[src/rtl/sram_ctl_pkg.sv]
`timescale 1ns/1ps
package sram_ctl_pkg;

    typedef enum logic [2:0] {
        ST_IDLE,
        ST_RD_ACC,
        ST_RD_REL,
        ST_WR_PULSE,
        ST_WR_END
    } seq_state_e;

    typedef struct packed {
        logic ce_n;
        logic oe_n;
        logic we_n;
        logic drv;
    } strobe_t;

    localparam strobe_t STROBE_IDLE = '{ce_n: 1'b1, oe_n: 1'b1, we_n: 1'b1, drv: 1'b0};

    function automatic strobe_t strobes_for(seq_state_e s);
        strobe_t r;
        r = STROBE_IDLE;
        case (s)
            ST_RD_ACC:   begin r.ce_n = 1'b0; r.oe_n = 1'b0; end
            ST_WR_PULSE: begin r.ce_n = 1'b0; r.we_n = 1'b0; r.drv = 1'b1; end
            ST_WR_END:   begin r.ce_n = 1'b0; r.drv = 1'b1; end
            default:     r = STROBE_IDLE;
        endcase
        return r;
    endfunction

    function automatic int ceil_div(int num, int den);
        return (num + den - 1) / den;
    endfunction

    function automatic int max_of(int a, int b);
        return (a > b) ? a : b;
    endfunction

    // Output-gate access time for a given speed grade.
    function automatic int gate_access_ns(int grade_ns);
        case (grade_ns)
            8, 10:   return 5;
            12:      return 6;
            15:      return 7;
            default: return 8;
        endcase
    endfunction

    // Gate-high to outputs released, worst case, per speed grade.
    function automatic int release_ns(int grade_ns);
        case (grade_ns)
            8:       return 4;
            10:      return 5;
            12:      return 6;
            15:      return 7;
            default: return 8;
        endcase
    endfunction

endpackage

[src/rtl/sram_ctl_waitcnt.sv]
`timescale 1ns/1ps
module sram_ctl_waitcnt #(
    parameter int W    = 4,
    parameter int MAXV = 3
) (
    input  logic         clk,
    input  logic         rst,
    input  logic         load,
    input  logic [W-1:0] load_val,
    output logic         zero
);
    logic [W-1:0] cnt_q;

    always_ff @(posedge clk) begin
        if (rst)               cnt_q <= '0;
        else if (load)         cnt_q <= load_val;
        else if (cnt_q != '0)  cnt_q <= cnt_q - 1'b1;
    end

    assign zero = (cnt_q == '0);

    // the phase counter never exceeds the longest programmed wait
    p_cnt_bound_r2: assert property (@(posedge clk) disable iff (rst)
        int'(cnt_q) <= MAXV);
endmodule

[src/rtl/sram_ctl_seq.sv]
`timescale 1ns/1ps
module sram_ctl_seq
    import sram_ctl_pkg::*;
#(
    parameter int RD_CYC = 3,
    parameter int WR_CYC = 3,
    parameter int HZ_CYC = 2
) (
    input  logic    clk,
    input  logic    rst,
    input  logic    req_valid,
    input  logic    req_write,
    output logic    req_ready,
    output logic    accept,
    output logic    capture,
    output strobe_t strobe_q
);
    localparam int MAXC = max_of(max_of(RD_CYC, WR_CYC), HZ_CYC);
    localparam int CW   = $clog2(MAXC + 1);

    seq_state_e state_q, state_d;
    logic       cnt_load, cnt_zero;
    logic [CW-1:0] cnt_val;

    sram_ctl_waitcnt #(.W(CW), .MAXV(MAXC - 1)) u_wait (
        .clk      (clk),
        .rst      (rst),
        .load     (cnt_load),
        .load_val (cnt_val),
        .zero     (cnt_zero)
    );

    assign req_ready = (state_q == ST_IDLE);
    assign accept    = req_ready && req_valid;
    assign capture   = (state_q == ST_RD_ACC) && cnt_zero;

    always_comb begin
        state_d  = state_q;
        cnt_load = 1'b0;
        cnt_val  = '0;
        case (state_q)
            ST_IDLE: if (req_valid) begin
                cnt_load = 1'b1;
                if (req_write) begin
                    state_d = ST_WR_PULSE;
                    cnt_val = CW'(WR_CYC - 1);
                end else begin
                    state_d = ST_RD_ACC;
                    cnt_val = CW'(RD_CYC - 1);
                end
            end
            ST_RD_ACC: if (cnt_zero) begin
                state_d  = ST_RD_REL;
                cnt_load = 1'b1;
                cnt_val  = CW'(HZ_CYC - 1);
            end
            ST_RD_REL:   if (cnt_zero) state_d = ST_IDLE;
            ST_WR_PULSE: if (cnt_zero) state_d = ST_WR_END;
            ST_WR_END:   state_d = ST_IDLE;
            default:     state_d = ST_IDLE;
        endcase
    end

    always_ff @(posedge clk) begin
        if (rst) begin
            state_q  <= ST_IDLE;
            strobe_q <= STROBE_IDLE;
        end else begin
            state_q  <= state_d;
            strobe_q <= strobes_for(state_d);
        end
    end

    // own drivers never on while the RAM output gate is open
    p_drv_gate_excl_r4: assert property (@(posedge clk) disable iff (rst)
        strobe_q.drv |-> strobe_q.oe_n);
    // write strobe rises with select still low and data still driven
    p_we_rise_held_r6: assert property (@(posedge clk) disable iff (rst)
        $rose(strobe_q.we_n) |-> (!strobe_q.ce_n && strobe_q.drv));
    // leaving idle requires a request at the previous edge
    p_accept_only_valid_r7: assert property (@(posedge clk) disable iff (rst)
        $fell(req_ready) |-> $past(req_valid));
endmodule

[src/rtl/sram_ctl.sv]
`timescale 1ns/1ps
module sram_ctl
    import sram_ctl_pkg::*;
#(
    parameter int CLK_PERIOD_NS = 4,
    parameter int GRADE_NS      = 10,
    parameter int AW            = 17,
    parameter int DW            = 8
) (
    input  logic          clk,
    input  logic          rst,
    input  logic          req_valid,
    output logic          req_ready,
    input  logic          req_write,
    input  logic [AW-1:0] req_addr,
    input  logic [DW-1:0] req_wdata,
    output logic [DW-1:0] rdata,
    output logic          rdata_valid,
    output logic [AW-1:0] sram_addr,
    output logic          sram_ce_n,
    output logic          sram_we_n,
    output logic          sram_oe_n,
    output logic [DW-1:0] sram_dq_out,
    output logic          sram_dq_oe,
    input  logic [DW-1:0] sram_dq_in
);
    localparam int RD_CYC = max_of(1, max_of(ceil_div(GRADE_NS, CLK_PERIOD_NS),
                                             ceil_div(gate_access_ns(GRADE_NS), CLK_PERIOD_NS)));
    localparam int WR_CYC = max_of(1, ceil_div(GRADE_NS, CLK_PERIOD_NS));
    localparam int HZ_CYC = max_of(1, ceil_div(release_ns(GRADE_NS), CLK_PERIOD_NS));

    logic    accept, capture;
    strobe_t strobe_q;

    sram_ctl_seq #(.RD_CYC(RD_CYC), .WR_CYC(WR_CYC), .HZ_CYC(HZ_CYC)) u_seq (
        .clk       (clk),
        .rst       (rst),
        .req_valid (req_valid),
        .req_write (req_write),
        .req_ready (req_ready),
        .accept    (accept),
        .capture   (capture),
        .strobe_q  (strobe_q)
    );

    always_ff @(posedge clk) begin
        if (rst) begin
            sram_addr   <= '0;
            sram_dq_out <= '0;
            rdata       <= '0;
            rdata_valid <= 1'b0;
        end else begin
            if (accept) begin
                sram_addr   <= req_addr;
                sram_dq_out <= req_wdata;
            end
            rdata_valid <= capture;
            if (capture) rdata <= sram_dq_in;
        end
    end

    assign sram_ce_n  = strobe_q.ce_n;
    assign sram_oe_n  = strobe_q.oe_n;
    assign sram_we_n  = strobe_q.we_n;
    assign sram_dq_oe = strobe_q.drv;

    // idle means every strobe inactive and drivers off
    p_idle_quiet_r1: assert property (@(posedge clk) disable iff (rst)
        req_ready |-> (sram_ce_n && sram_we_n && sram_oe_n && !sram_dq_oe));
    // read-data strobe lasts a single cycle
    p_rvalid_pulse_r3: assert property (@(posedge clk) disable iff (rst)
        rdata_valid |=> !rdata_valid);
    // address frozen while the RAM is selected
    p_addr_stable_r8: assert property (@(posedge clk) disable iff (rst)
        (!sram_ce_n && $past(!sram_ce_n)) |-> $stable(sram_addr));
    // write data frozen while drivers are on
    p_wdata_stable_r6: assert property (@(posedge clk) disable iff (rst)
        (sram_dq_oe && $past(sram_dq_oe)) |-> $stable(sram_dq_out));
endmodule

[config.mk]
export PLATFORM = sky130hd
export DESIGN_NAME = sram_ctl
export DESIGN_NICKNAME = d
export VERILOG_FILES = /design/src/rtl/sram_ctl_pkg.sv /design/src/rtl/sram_ctl_waitcnt.sv /design/src/rtl/sram_ctl_seq.sv /design/src/rtl/sram_ctl.sv
export SDC_FILE = /design/constraint.sdc
export NUM_CORES = 1
export LEC_CHECK = 0
export ABC_AREA = 1
export BUFFER_PORTS_ARGS = -buffer_cell sky130_fd_sc_hd__buf_2
export CAP_MARGIN = 10
export CORE_MARGIN = 5
export CORE_UTILIZATION = 53
export CTS_BUF_LIST = sky130_fd_sc_hd__clkbuf_2 sky130_fd_sc_hd__clkbuf_4 sky130_fd_sc_hd__clkbuf_8
export CTS_CLUSTER_SIZE = 12
export DETAILED_ROUTE_END_ITERATION = 10
export GPL_ROUTABILITY_DRIVEN = 1
export PLACE_DENSITY = 0.92
export SYNTH_ARGS = -nofsm -noshare
export SYNTH_HDL_FRONTEND = slang
export SYNTH_HIERARCHICAL = 1
export SYNTH_SLANG_ARGS = --single-unit
export TNS_END_PERCENT = 30
[constraint.sdc]
create_clock -name clk -period 3.3 [get_ports clk]
set_input_delay 0.165 -clock clk [delete_from_list [all_inputs] [get_ports clk]]
set_output_delay 0.165 -clock clk [all_outputs]
set_load 0.02 [all_outputs]
==> flow_metrics.env <==
export IMPL_hold_viol_final=0
export IMPL_status="finished clean"
export IMPL_clk_pin_slew_ns=0.11
export IMPL_ys_ff_latch=43
export IMPL_clock_sinks=43
export IMPL_synth_area_leaders="dfxtp_1, nand2_1, nor2_1"
export IMPL_antenna_cells=0
export IMPL_fmax_ghz=0.521
export IMPL_synth_compound_area_share_pct=2.80
export IMPL_clock_path_buffers=2
export IMPL_syn_area_mm2=0.00183
export IMPL_wl_per_cell_um=9.60
export IMPL_antenna_found_initial=0
export IMPL_post_cts_resized=0
export IMPL_startpoint_type="register"
export IMPL_postCtsSetupBuffers=0
export IMPL_routed_via_density=4.30
export IMPL_cts_tree="built"
export IMPL_yosysTopAreaCell="dfxtp_1"
export IMPL_layout_commonest_cell="nand2_1"
export IMPL_grt_ovfl_total=0
export IMPL_path_delay_family="buffers and inverters"
export IMPL_grt_pass1_vias=1397
export IMPL_slew_viol_final=0
export IMPL_ys_types=19
export IMPL_arrival_ns=2.16
export IMPL_dr_total_vias=1658
export IMPL_track_usage_pct=15.8
export IMPL_cts_root_buf="clkbuf_4"
export IMPL_htreeDepth=2
export IMPL_avgSynthCellArea_um2=6.83
export IMPL_start_util_pct=54.8
export IMPL_ys_seq_area_share_pct=47.1
export IMPL_synthAdderAreaFrac_pct=0.684
export IMPL_synth_top_family_by_area="simple AND/OR/NAND/NOR gates"
export IMPL_finalClockSkew_ns=0.00867
export IMPL_rsz0062_at_grt="false"
export IMPL_drive_gt1_share_pct=26.8
export IMPL_hold_ws_ns=0.0535
export IMPL_routabilityCongestion=0.814
export IMPL_die_height_um=68.8
export IMPL_tightest_slew_ns=0.796
export IMPL_crit_top_cell="nand2_1"
export IMPL_pin_count=76
export IMPL_endpoint_kind="register"
export IMPL_io_buffers=75
export IMPL_drt_pass1_iterations=4
export IMPL_grt_pass1_wl_mm=5.58
export IMPL_row_count=21
export IMPL_ir_drop_mv=0.342
export IMPL_die_area_mm2=0.00473
export IMPL_synth_nets=306
export IMPL_hpwl_mm=2.85
export IMPL_fill_cells=303
export IMPL_slew_headroom_pct=46.9
export IMPL_area_growth_pct=21.5
export IMPL_muxShareOfSynthArea_pct=0
export IMPL_crit_fanout=28
export IMPL_cts_buffers=5
export IMPL_period_needed_ns=1.92
export IMPL_drc=0
export IMPL_tns_ns=0
export IMPL_cp_data_required_time_ns=3.54
export IMPL_finalSetupViolations=0
export IMPL_synth_xor_area_share_pct=0
export IMPL_leakage_nw=1.32
export IMPL_syn_inst=268
export IMPL_cp_cell_sequence="nor2_2 -> nand3_2 -> inv_1 -> buf_4 -> nand2_1 -> nand2_1 -> nor2_1"
export IMPL_synth_warning_count=6
export IMPL_synth_top_area_share_pct=47.1
export IMPL_ant_nets=0
export IMPL_place_area_mm2=0.00217
export IMPL_dr_first_iter_drc_count=117
export IMPL_hold_buffers=0
export IMPL_cp_slowest_stage_delay_ns=0.62
export IMPL_insertion_delay_ns=0.34
export IMPL_fin_nets=378
export IMPL_fin_util_pct=66.6
export IMPL_mostFrequentLayoutCells="nand2_1, buf_2, nor2_1"
export IMPL_grt_max_degree=34
export IMPL_cellPowerDensity_mw_per_mm2=668
export IMPL_synth_simple_area_share_pct=33.8
export IMPL_hold_path_class="input pin to register"
export IMPL_final_area_mm2=0.00222
export IMPL_wirelength_mm=3.71
export IMPL_path_buf_inv=2
export IMPL_finalCritPeriodShare_pct=58.1
export IMPL_critPathSlowestCell="inv_1"
export IMPL_die_w_um=68.8
export IMPL_critPathKind="register to register"
export IMPL_drv_cap=0
export IMPL_core_mm2=0.00334
cell families (layout without fill, tap and decap cells):
family                     count (synthesis)  after routing
AOI/OAI and AO/OA                          8              8
adders and majority gates                  1              1
buffers and inverters                     60            132
DFF                                       43             43
and+or+nand+nor                          156            156
through the flow:
stage | power (W) | cells | setup slack (ns)
finish | 0.00149 | 386 | 1.38
global route | 0.00160 | 386 | 1.19
CTS | 0.00150 | 386 | 1.38
detailed placement | 0.00125 | 379 | 1.41
global placement | 0.00123 | 379 | 1.48
floorplan | 0.00113 | 268 | 1.93
worst paths after layout:
kind | start | end | slack, ns | cells after the start
max | u_seq/state_q[2]$_SDFF_PP0_ | sram_addr[3]$_SDFFE_PP0P_ | 1.38 | 7
min | rst | rdata_valid$_SDFF_PP0_ | 0.05 | 2
max reg2reg | u_seq/state_q[2]$_SDFF_PP0_ | sram_addr[3]$_SDFFE_PP0P_ | 1.38 | 7
min reg2reg | sram_addr[13]$_SDFFE_PP0P_ | sram_addr[13]$_SDFFE_PP0P_ | 0.48 | 2
registers in the layout, summed over array words and instances (netlist names):
register / count
rdata_valid: 1
u_seq/state_q: 3
u_seq/strobe_q: 4
rdata: 8
sram_addr: 17
u_seq/u_wait/cnt_q: 2
sram_dq_out: 8
area by class of cell:
type | instances | area [um2] | area share (%)
Sequential cell | 43 | 861 | 38.7
Multi-Input combinational cell | 165 | 682 | 30.7
Timing Repair Buffer | 76 | 383 | 17.2
Inverter | 49 | 184 | 8.27
Tap cell | 46 | 57.6 | 2.59
Clock buffer | 6 | 51.3 | 2.31
Clock inverter | 1 | 5.00 | 0.225
routing by layer:
layer  routed length (um)  part of all wire, %  vias up  global-route usage (%)
met2                 1750                   47       52                    27.7
met4                   49                  1.3        0                    8.03
li1                     -                    -      902                       -
met5                    0                    0        -                       0
met3                  340                  9.2        5                    5.67
met1                 1570                   42      699                    16.7
worst register-to-register path: stages (launching register included):
cell and delay (ns):
dfxtp_1 0.35, nor2_2 0.16, nand3_2 0.14, inv_1 0.62, buf_4 0.37, nand2_1 0.09, nand2_1 0.06, nor2_1 0.04
power breakdown:
part | internal [W] | total, W | switching, W | leakage, nW
clock network | 0.0000988 | 0.000249 | 0.000150 | 0.0341
registers | 0.000624 | 0.000674 | 0.0000499 | 0.355
logic | 0.000196 | 0.000563 | 0.000366 | 0.933
total | 0.000920 | 0.00149 | 0.000566 | 1.32
Yosys cell counts, drive strengths merged:
master  count
nand2      78
nor2       71
inv        49
dfxtp      43
buf        11
a21oi       5
o21ai       3
or2         3
nand3       2
nor3        2
ha          1
Power figures use the tool's default switching activity.
